`src/rtl/ocmp_pkg.sv`:
```
package ocmp_pkg;

  typedef struct packed {
    logic is_pwm;
    logic upd_at_top;
  } mode_info_t;

  typedef enum logic [1:0] {
    PIN_KEEP   = 2'd0,
    PIN_TOGGLE = 2'd1,
    PIN_CLEAR  = 2'd2,
    PIN_SET    = 2'd3
  } pin_act_e;

  // Mode lookup: class and update point of the shadow register.
  function automatic mode_info_t decode_mode(input logic [3:0] m);
    mode_info_t r;
    case (m)
      4'd0, 4'd4, 4'd12:               r = '{is_pwm: 1'b0, upd_at_top: 1'b0};
      4'd1, 4'd2, 4'd3, 4'd10, 4'd11:  r = '{is_pwm: 1'b1, upd_at_top: 1'b1};
      default:                         r = '{is_pwm: 1'b1, upd_at_top: 1'b0};
    endcase
    return r;
  endfunction

  // Pin value after a match or force under the given action code.
  function automatic logic pin_next(input logic [1:0] com, input logic cur);
    logic r;
    case (pin_act_e'(com))
      PIN_TOGGLE: r = ~cur;
      PIN_CLEAR:  r = 1'b0;
      PIN_SET:    r = 1'b1;
      default:    r = cur;
    endcase
    return r;
  endfunction

endpackage

```
`src/rtl/ocmp_store.sv`:
```
module ocmp_store #(
  parameter int DATA_W = 8,
  localparam int VAL_W = 2 * DATA_W
) (
  input  logic              clk,
  input  logic              rst_n,
  input  logic [DATA_W-1:0] wdata,
  input  logic              wr_hi,
  input  logic              wr_lo,
  input  logic              is_pwm,
  input  logic              upd,
  output logic [VAL_W-1:0]  shadow_q,
  output logic [VAL_W-1:0]  active_q
);

  logic [DATA_W-1:0] temp_q;
  logic [VAL_W-1:0]  wr_val;
  logic              wr_shadow;
  logic              wr_active;

  assign wr_val    = {temp_q, wdata};
  assign wr_shadow = wr_lo & is_pwm;
  assign wr_active = wr_lo & ~is_pwm;

  always_ff @(posedge clk or negedge rst_n) begin
    if (!rst_n) temp_q <= '0;
    else if (wr_hi) temp_q <= wdata;
  end

  always_ff @(posedge clk or negedge rst_n) begin
    if (!rst_n) shadow_q <= '0;
    else if (wr_shadow) shadow_q <= wr_val;
  end

  always_ff @(posedge clk or negedge rst_n) begin
    if (!rst_n) active_q <= '0;
    else if (upd) active_q <= shadow_q;
    else if (wr_active) active_q <= wr_val;
  end

  // a high-byte write alone leaves both 16-bit registers untouched
  p_hi_only_temp_r2: assert property (@(posedge clk) disable iff (!rst_n)
    (wr_hi && !wr_lo && !upd) |=> ($stable(shadow_q) && $stable(active_q)));

  // direct write in non-PWM modes
  p_direct_write_r3: assert property (@(posedge clk) disable iff (!rst_n)
    (wr_lo && !is_pwm) |=> (active_q == {$past(temp_q), $past(wdata)}));

  // active register holds in PWM modes between update points
  p_pwm_hold_r4: assert property (@(posedge clk) disable iff (!rst_n)
    (is_pwm && !upd) |=> $stable(active_q));

  // the update copies the old shadow value
  p_update_r5: assert property (@(posedge clk) disable iff (!rst_n)
    upd |=> (active_q == $past(shadow_q)));

endmodule

```
`src/rtl/ocmp_match.sv`:
```
module ocmp_match #(
  parameter int VAL_W = 16
) (
  input  logic             clk,
  input  logic             rst_n,
  input  logic [VAL_W-1:0] cnt_val,
  input  logic [VAL_W-1:0] cmp_val,
  input  logic             flag_clr,
  output logic             match_evt,
  output logic             flag_q
);

  assign match_evt = (cnt_val == cmp_val);

  always_ff @(posedge clk or negedge rst_n) begin
    if (!rst_n) flag_q <= 1'b0;
    else if (match_evt) flag_q <= 1'b1;
    else if (flag_clr) flag_q <= 1'b0;
  end

  // every match leaves the flag set
  p_flag_set_r6: assert property (@(posedge clk) disable iff (!rst_n)
    match_evt |=> flag_q);

  // clear without a match drops the flag
  p_flag_clr_r7: assert property (@(posedge clk) disable iff (!rst_n)
    (flag_q && flag_clr && !match_evt) |=> !flag_q);

  // nothing but a real match raises the flag (force included)
  p_no_spurious_flag_r9: assert property (@(posedge clk) disable iff (!rst_n)
    (!flag_q && !match_evt) |=> !flag_q);

endmodule

```
`src/rtl/ocmp_pin.sv`:
```
module ocmp_pin
  import ocmp_pkg::*;
(
  input  logic       clk,
  input  logic       rst_n,
  input  logic       match_evt,
  input  logic       force_pulse,
  input  logic       is_pwm,
  input  logic [1:0] out_mode,
  output logic       pin_q
);

  logic act_evt;

  assign act_evt = match_evt | (force_pulse & ~is_pwm);

  always_ff @(posedge clk or negedge rst_n) begin
    if (!rst_n) pin_q <= 1'b0;
    else if (act_evt) pin_q <= pin_next(out_mode, pin_q);
  end

  // set, clear and toggle actions
  p_pin_set_r8: assert property (@(posedge clk) disable iff (!rst_n)
    (act_evt && out_mode == 2'd3) |=> pin_q);

  p_pin_clear_r8: assert property (@(posedge clk) disable iff (!rst_n)
    (act_evt && out_mode == 2'd2) |=> !pin_q);

  p_pin_toggle_r8: assert property (@(posedge clk) disable iff (!rst_n)
    (act_evt && out_mode == 2'd1) |=> (pin_q != $past(pin_q)));

  // in PWM modes only a real match can move the pin
  p_force_ignored_r10: assert property (@(posedge clk) disable iff (!rst_n)
    (is_pwm && !match_evt) |=> $stable(pin_q));

endmodule

```
`src/rtl/ocmp_channel.sv`:
```
module ocmp_channel
  import ocmp_pkg::*;
#(
  parameter int DATA_W = 8,
  localparam int VAL_W = 2 * DATA_W
) (
  input  logic              clk,
  input  logic              rst_n,
  input  logic [VAL_W-1:0]  cnt_val,
  input  logic              at_top,
  input  logic              at_bottom,
  input  logic [3:0]        wave_mode,
  input  logic [1:0]        out_mode,
  input  logic              force_pulse,
  input  logic [DATA_W-1:0] bus_wdata,
  input  logic              wr_hi,
  input  logic              wr_lo,
  input  logic              flag_clr,
  input  logic              rd_hi_sel,
  output logic [DATA_W-1:0] rd_data,
  output logic              match_flag,
  output logic              wave_out
);

  mode_info_t       minfo;
  logic             upd;
  logic             match_evt;
  logic [VAL_W-1:0] shadow_q;
  logic [VAL_W-1:0] active_q;
  logic [VAL_W-1:0] visible;

  assign minfo = decode_mode(wave_mode);
  assign upd   = minfo.is_pwm & (minfo.upd_at_top ? at_top : at_bottom);

  ocmp_store #(.DATA_W(DATA_W)) u_store (
    .clk      (clk),
    .rst_n    (rst_n),
    .wdata    (bus_wdata),
    .wr_hi    (wr_hi),
    .wr_lo    (wr_lo),
    .is_pwm   (minfo.is_pwm),
    .upd      (upd),
    .shadow_q (shadow_q),
    .active_q (active_q)
  );

  ocmp_match #(.VAL_W(VAL_W)) u_match (
    .clk       (clk),
    .rst_n     (rst_n),
    .cnt_val   (cnt_val),
    .cmp_val   (active_q),
    .flag_clr  (flag_clr),
    .match_evt (match_evt),
    .flag_q    (match_flag)
  );

  ocmp_pin u_pin (
    .clk         (clk),
    .rst_n       (rst_n),
    .match_evt   (match_evt),
    .force_pulse (force_pulse),
    .is_pwm      (minfo.is_pwm),
    .out_mode    (out_mode),
    .pin_q       (wave_out)
  );

  assign visible = minfo.is_pwm ? shadow_q : active_q;
  assign rd_data = rd_hi_sel ? visible[VAL_W-1:DATA_W] : visible[DATA_W-1:0];

  // outputs are quiet right after reset
  p_reset_quiet_r1: assert property (@(posedge clk)
    $rose(rst_n) |-> (!match_flag && !wave_out));

endmodule

```
`config.mk`:
```
export PLATFORM = sky130hd
export DESIGN_NAME = ocmp_channel
export DESIGN_NICKNAME = d
export VERILOG_FILES = /design/src/rtl/ocmp_pkg.sv /design/src/rtl/ocmp_store.sv /design/src/rtl/ocmp_match.sv /design/src/rtl/ocmp_pin.sv /design/src/rtl/ocmp_channel.sv
export SDC_FILE = /design/constraint.sdc
export NUM_CORES = 1
export LEC_CHECK = 0
export ABC_AREA = 1
export BUFFER_PORTS_ARGS = -buffer_cell sky130_fd_sc_hd__buf_4
export CAP_MARGIN = 20
export CORE_MARGIN = 3
export CORE_UTILIZATION = 50
export DETAILED_ROUTE_END_ITERATION = 7
export HOLD_SLACK_MARGIN = 0.05
export PLACE_DENSITY_LB_ADDON = 0.12
export SLEW_MARGIN = 20
export SYNTH_ARGS = -nofsm -noshare
export SYNTH_HDL_FRONTEND = slang
export SYNTH_SLANG_ARGS = --single-unit
```
`constraint.sdc`:
```
create_clock -name clk -period 1.26 [get_ports clk]
set_input_delay 0.252 -clock clk [delete_from_list [all_inputs] [get_ports clk]]
set_output_delay 0.252 -clock clk [all_outputs]
set_load 0.005 [all_outputs]
```
==> qor.txt, run 1 <==
Peak VDD IR - 0.0008131 V
htree depth - 2
clock sink total - 42
Clock power frac - 0.276
hpwl dp - 4750 um
via count - 2411
Post-route DRC - 0
Slew Limit Fails - 0
fin worst setup slack - -0.2357 ns
gr usage total - 0.2367
clock tree from TritonCTS - done
Initial Util - 0.5237
crit path capture type - primary output
Fmax - 0.6686 GHz
Die Area - 5862 um2
drt first pass iters - 4
Switch Pwr - 1236 uW
Synth Register Bits - 42
Pint - 2688 uW
number of library cell types mapped by synthesis - 25
Avg Inst Size Synth - 7.709 um2
root buf cell - clkbuf_8
Cell Rows - 25
Post-Route Utilization - 0.6895
Slew headroom - 0.6453
Synth Cell Area - 2490 um2
Seq/Total Area, Yosys - 0.4221
CP startpoint kind - input pin
critical-path maximum fanout - 5
slowest CP cell - o21ai_4
routed len/inst - 14.02 um
syn_nets - 362
Detailed Route Iter0 Violations - 209
max incr delay on CP - 0.29 ns
Final Wtd Congestion - 0.8959
largest net degree at the start of global routing - 43
Post-synth EDFFs - 0
antenna cells - 0
Slew @ Worst Pin - 0.5320 ns
Die W - 76.57 um
area of the core - 4755 um2
WL final - 6489 um
clock transition at the registers of the reported paths - 0.08 ns
Die H - 76.57 um
CP Class - input pin to primary output
switching share of power - 0.3150
commonest cells in the netlist - 82 x nand2_1, 42 x dfrtp_1, 38 x inv_1
Pwr Density - 1197 nW/um2
ys async rst share - 1.000
top-count cell post-synth - nand2_1
fin area - 3278 um2
Final ANT Viol Nets - 0
final setup vio count - 10
static power due to leakage - 0.001704 uW
Ys Warns - 0
share of cells above drive strength 1 - 0.3308
Critical Path, Cell by Cell - buf_8 -> inv_4 -> o21ai_4 -> buf_6 -> o21ai_0 -> o22ai_1 -> buf_4
IO Port Bufs - 48
Critical Path RT - 1.01 ns
Final Hold Viols - 0
Synth area leaders - dfrtp_1 42%, nand2_1 12%, nand3_2 8.0%
Area Growth Syn to Fin - 31.66%
Syn Inst Count - 323
unrepaired setup endpoints after global routing - yes
post-synth top area share - 0.4221
vias in the first global route - 2325
max-cap violation count - 0
final cycle utilization of the critical path - 1.187
FILL cells - 417
violated checks - setup timing
sequential power share - 0.445
clk_lat worst skew - 0.30 ns
CTS Buffer Depth - 2
I/O pins - 49
Comb power frac - 0.279
initial antenna violation count - 0
Inserted Clock Buffers - 5
grt ovf - 0
post-synthesis cell type with the largest combined area - dfrtp_1
Vias/cell - 5.207
Tot Pwr - 3924 uW
dpl cell area - 3019 um2
Buf+Inv Stages, Crit Path - 4
delay-heaviest family, CP - compound AO/OA/AOI/OAI gates
final net count - 434
first-pass GRT wire length - 11160 um
post-route minimum period - 1.496 ns
Tightest Hold Check Type - input pin to flip-flop
CP Data Arrival Time - 1.24 ns
Max Clock Skew - 0.007439 ns
status - finished with violations
Synth Flop Type - dfrtp_1
==> final timing paths <==
| kind | from | endpoint | slack (ns) | cells past startpoint |
|---|---|---|---|---|
| setup / recovery | wave_mode[3] | rd_data[5] | -0.24 | 7 |
| hold / removal | flag_clr | u_match.flag_q | 0.14 | 2 |
| setup reg to reg | u_store.active_q[9] | u_pin.pin_q | 0 | 11 |
| hold reg to reg | u_pin.pin_q | u_pin.pin_q | 0.50 | 2 |
| max in group asynchronous | rst_n | u_store.temp_q[4] | 0.41 | 2 |
| min in group asynchronous | rst_n | u_pin.pin_q | 0.46 | 2 |
==> registers in the layout, indices dropped and copies added, names as in the netlist <==
| signal | flops |
|---|---|
| u_pin.pin_q | 1 |
| u_store.shadow_q | 16 |
| u_store.temp_q | 8 |
| u_store.active_q | 16 |
| u_match.flag_q | 1 |
==> layout by cell type, fill, tap and decap left out <==
master,netlist,final
a21oi_1,6,5
a21oi_2,0,1
buf_12,1,1
buf_4,1,70
buf_6,1,6
buf_8,0,1
bufinv_16,0,1
clkbuf_1,3,1
clkbuf_8,0,5
clkinvlp_4,0,1
dfrtp_1,42,41
dfrtp_2,0,1
dlygate4sd3_1,0,1
inv_1,38,36
inv_2,3,3
inv_4,0,2
mux2_1,4,4
mux2_2,4,4
nand2_1,82,81
nand2_2,2,2
nand2_4,0,1
nand3_1,13,11
nand3_2,20,22
nand3_4,1,1
nand4_1,16,16
nor2_1,33,29
nor2_2,2,5
nor2_4,0,1
o21ai_0,34,22
o21ai_1,1,12
o21ai_2,0,1
o21ai_4,1,1
o22ai_1,5,5
or2_1,1,1
or2_2,1,1
==> through the flow <==
stage	setup slack (ns)	instances	TNS, ns	hold WS, ns
2_1_floorplan	-0.008910	323	-0.008910	-0.04359
4_1_cts	-0.2336	459	-1.813	0.1373
6_report	-0.2357	463	-1.782	0.1402
3_5_place_dp	-0.2924	445	-8.205	0.2662
3_3_place_gp	-0.2774	445	-7.068	0.2664
5_1_grt	-0.3058	463	-2.775	0.1449
==> power groups by stage <==
stage                     logic (uW)  clock network [uW]  registers (uW)
final                           1090                1080            1750
after global routing            1230                1150            1780
after CTS                       1030                1090            1740
after detailed placement         999                   0            1760
after global placement           975                   0            1750
after floorplan                  587                   0            1710
==> cells by family after synthesis <==
family	share of synthesized area
compound gates	0.1015
buf+inv	0.09799
flops	0.4221
mux	0.03618
simple gates	0.3422
==> area by class of cell <==
cell class	instances	area, um2	share of cell area
clock buffers	6	72.57	0.02214
clock inverters	2	37.54	0.01145
inverters	41	158.9	0.04847
multi-input cells	226	1235	0.3767
flip-flops and latches	42	1052	0.3210
well taps	67	83.83	0.02557
repair buffers	79	638.1	0.1947
==> routing by layer <==
metal / wire [um] / part of all wire / vias to the layer above / track usage
met1: 2880 / 0.44 / 1139 / 0.3386
met5: 0 / 0 / - / 0
met2: 3129 / 0.48 / 76 / 0.3638
met3: 407 / 0.063 / 7 / 0.04846
li1: - / - / 1189 / -
met4: 72 / 0.011 / 0 / 0.06703
==> repair_timing <==
item / 4_1_cts / 5_1_grt
hold endpoints to repair: 42 / 0
resized for setup: 11 / 25
setup buffers: 5 / 3
setup endpoints to repair: 9 / 37
cloned: 0 / 1
hold buffers: 1 / 0
pin swaps: 4 / 12
Note: power is estimated with default switching activity, not from simulation.
==> run 2: changes to the inputs <==
--- a/config.mk
+++ b/config.mk
@@ -9,7 +9,7 @@
 export BUFFER_PORTS_ARGS = -buffer_cell sky130_fd_sc_hd__buf_4
 export CAP_MARGIN = 20
 export CORE_MARGIN = 3
-export CORE_UTILIZATION = 50
+export CORE_UTILIZATION = 35
 export DETAILED_ROUTE_END_ITERATION = 7
 export HOLD_SLACK_MARGIN = 0.05
 export PLACE_DENSITY_LB_ADDON = 0.12
==> run 2 against run 1 <==
The run still ends with setup timing left. Sequential cell count did not move. Utilization fell by 18 points. Sequential share of layout area fell by 2.1 points. Clock power fell by 20%. Via count rose by 0.46%. Largest cell class unchanged. Routed wire length rose by 9.2%. Sequential power barely moved. Clock-buffer cell count did not move. Hold slack got worse by 0.027 ns. Total power fell by 2.0%. Die area rose by 39%. Register-to-register slack got worse by 0.06 ns.
==> qor.txt, run 2 (synthesis gave the netlist of run 1 again) <==
routed len/inst - 14.12 um
Seq. cell area - 1051 um2
Detailed Route Iter0 Violations - 201
vias in the first global route - 2190
initial antenna violation count - 0
via count - 2422
top flop regs - u_store.active_q x16, u_store.shadow_q x16, u_store.temp_q x8
Area Growth Syn to Fin - 40.80%
Fmax - 0.6713 GHz
Inserted Clock Buffers - 5
fin cells - 502
Slew Limit Fails - 0
Slew @ Worst Pin - 0.3087 ns
Comb power frac - 0.322
max-cap violation count - 0
Critical Path RT - 1.01 ns
grt ovf - 0
Pwr Density - 1097 nW/um2
R2R cell count - 11
clk_lat worst skew - 0.30 ns
critical-path maximum fanout - 6
clock transition at the registers of the reported paths - 0.08 ns
Clock power frac - 0.225
Switch Pwr - 1267 uW
htree depth - 2
status - finished with violations
most frequent cells in the layout - 79 x nand2_1, 71 x buf_4, 42 x dfrtp_1, 37 x inv_1, 28 x nor2_1
gr usage total - 0.1749
reg-to-reg endpoint - u_pin.pin_q
post-route minimum period - 1.490 ns
drt first pass iters - 5
dpl cells - 476
sequential power share - 0.453
multi-input logic area - 1299 um2
Max Clock Skew - 0.01069 ns
violated checks - setup timing
unrepaired setup endpoints after global routing - yes
Tightest Hold Check Type - input pin to flip-flop
final net count - 444
max incr delay on CP - 0.29 ns
crit path capture type - primary output
first-pass GRT wire length - 11380 um
Vias/cell - 4.825
CP startpoint kind - input pin
Buf+Inv Stages, Crit Path - 4
clock tree from TritonCTS - done
Die H - 90.35 um
switching share of power - 0.3295
CTS Buffer Depth - 2
hold path endpoint - u_match.flag_q
I/O pins - 49
Die Area - 8162 um2
Peak VDD IR - 0.0004759 V
final setup vio count - 25
largest net degree at the start of global routing - 31
Hold Path Stages - 2
reg2reg setup slack - -0.06 ns
Critical Path, Cell by Cell - buf_8 -> o21ai_4 -> buf_6 -> buf_16 -> a21oi_2 -> nor2_1 -> buf_4
clock sink total - 42
final cycle utilization of the critical path - 1.182
area of the core - 6832 um2
min-delay src - flag_clr
delay-heaviest family, CP - buffers and inverters
WL final - 7086 um
Cell Rows - 30
setup TNS - -2.525 ns
static power due to leakage - 0.001801 uW
root buf cell - clkbuf_8
fin worst setup slack - -0.2296 ns
Final ANT Viol Nets - 0
commonest non-fill, non-tap cell in the layout - nand2_1
Pint - 2578 uW
FILL cells - 687
CP Data Arrival Time - 1.24 ns
pre-CTS WS - -0.2927 ns
Post-route DRC - 0
IO Port Bufs - 48
antenna cells - 0
hpwl dp - 4976 um
slowest CP cell - o21ai_4
Critical R2R Launch - u_store.active_q[3]
Final Wtd Congestion - 0.8184
Die W - 90.35 um
Initial Util - 0.3645
CP Class - input pin to primary output
Final Hold Viols - 0
share of cells above drive strength 1 - 0.3719
Slew headroom - 0.7934
## run 2: changes by cell type in the layout (fill, tap and decap cells not counted), moves of 2 or more
cell     change
buf_6        +4
o21ai_2      +4
a21oi_1      -3
nand2_2      +3
o21ai_1      -3
a21oi_2      +2
buf_12       +2
nand2_1      -2
o22ai_1      -2
o22ai_2      +2
## run 2: what timing repair did
action | 4_1_cts | 5_1_grt
setup buffers | 8 | 5
cloned | 2 | 2
pin swaps | 10 | 20
endpoints found under the setup margin | 9 | 26
gates resized for setup | 20 | 33
hold buffers | 1 | 0
endpoints found under the hold margin | 12 | 0
## run 2: layout make-up
cell class,count,area share
multi-input combinational,227,0.3705
timing repair buffer,88,0.2256
sequential,42,0.2998
inverter,41,0.04532
tap,96,0.03426
clock inverter,2,0.003926
clock buffer,6,0.02070
## run 2: metal layers
metal | up-vias | GRT usage | wire length (um)
met5 | - | 0 | 0
li1 | 1220 | - | -
met4 | 0 | 0.05867 | 174
met2 | 81 | 0.2545 | 3125
met1 | 1103 | 0.2591 | 3444
met3 | 18 | 0.03333 | 341
## run 2: worst max-delay path by stage
stage          slack (ns)  depth (start not counted)         end         start
2_1_floorplan      -0.009                          6  rd_data[6]  wave_mode[3]
3_3_place_gp        -0.28                          8  rd_data[2]  wave_mode[1]
3_5_place_dp        -0.29                          8  rd_data[2]  wave_mode[1]
4_1_cts             -0.24                          7  rd_data[0]  wave_mode[3]
5_1_grt             -0.28                          7  rd_data[3]  wave_mode[2]
6_report            -0.23                          7  rd_data[3]  wave_mode[2]
## run 2: metrics by stage
step,area [um2],total power [uW],util,hold WS [ns]
floorplan,2499,2302,-,-0.04359
global placement,3095,2772,0.4531,0.1223
detailed placement,3095,2790,0.4531,0.1217
CTS,3373,3783,0.4938,0.1288
global route,3506,4127,0.5132,0.1191
finish,3506,3846,0.5132,0.1135
## run 2: power by group through the flow
stage | combinational, uW | sequential [uW] | clock [uW]
4_1_cts | 1150 | 1730 | 901
2_1_floorplan | 587 | 1710 | 0
6_report | 1240 | 1740 | 867
5_1_grt | 1390 | 1770 | 966
3_3_place_gp | 1010 | 1760 | 0
3_5_place_dp | 1030 | 1760 | 0
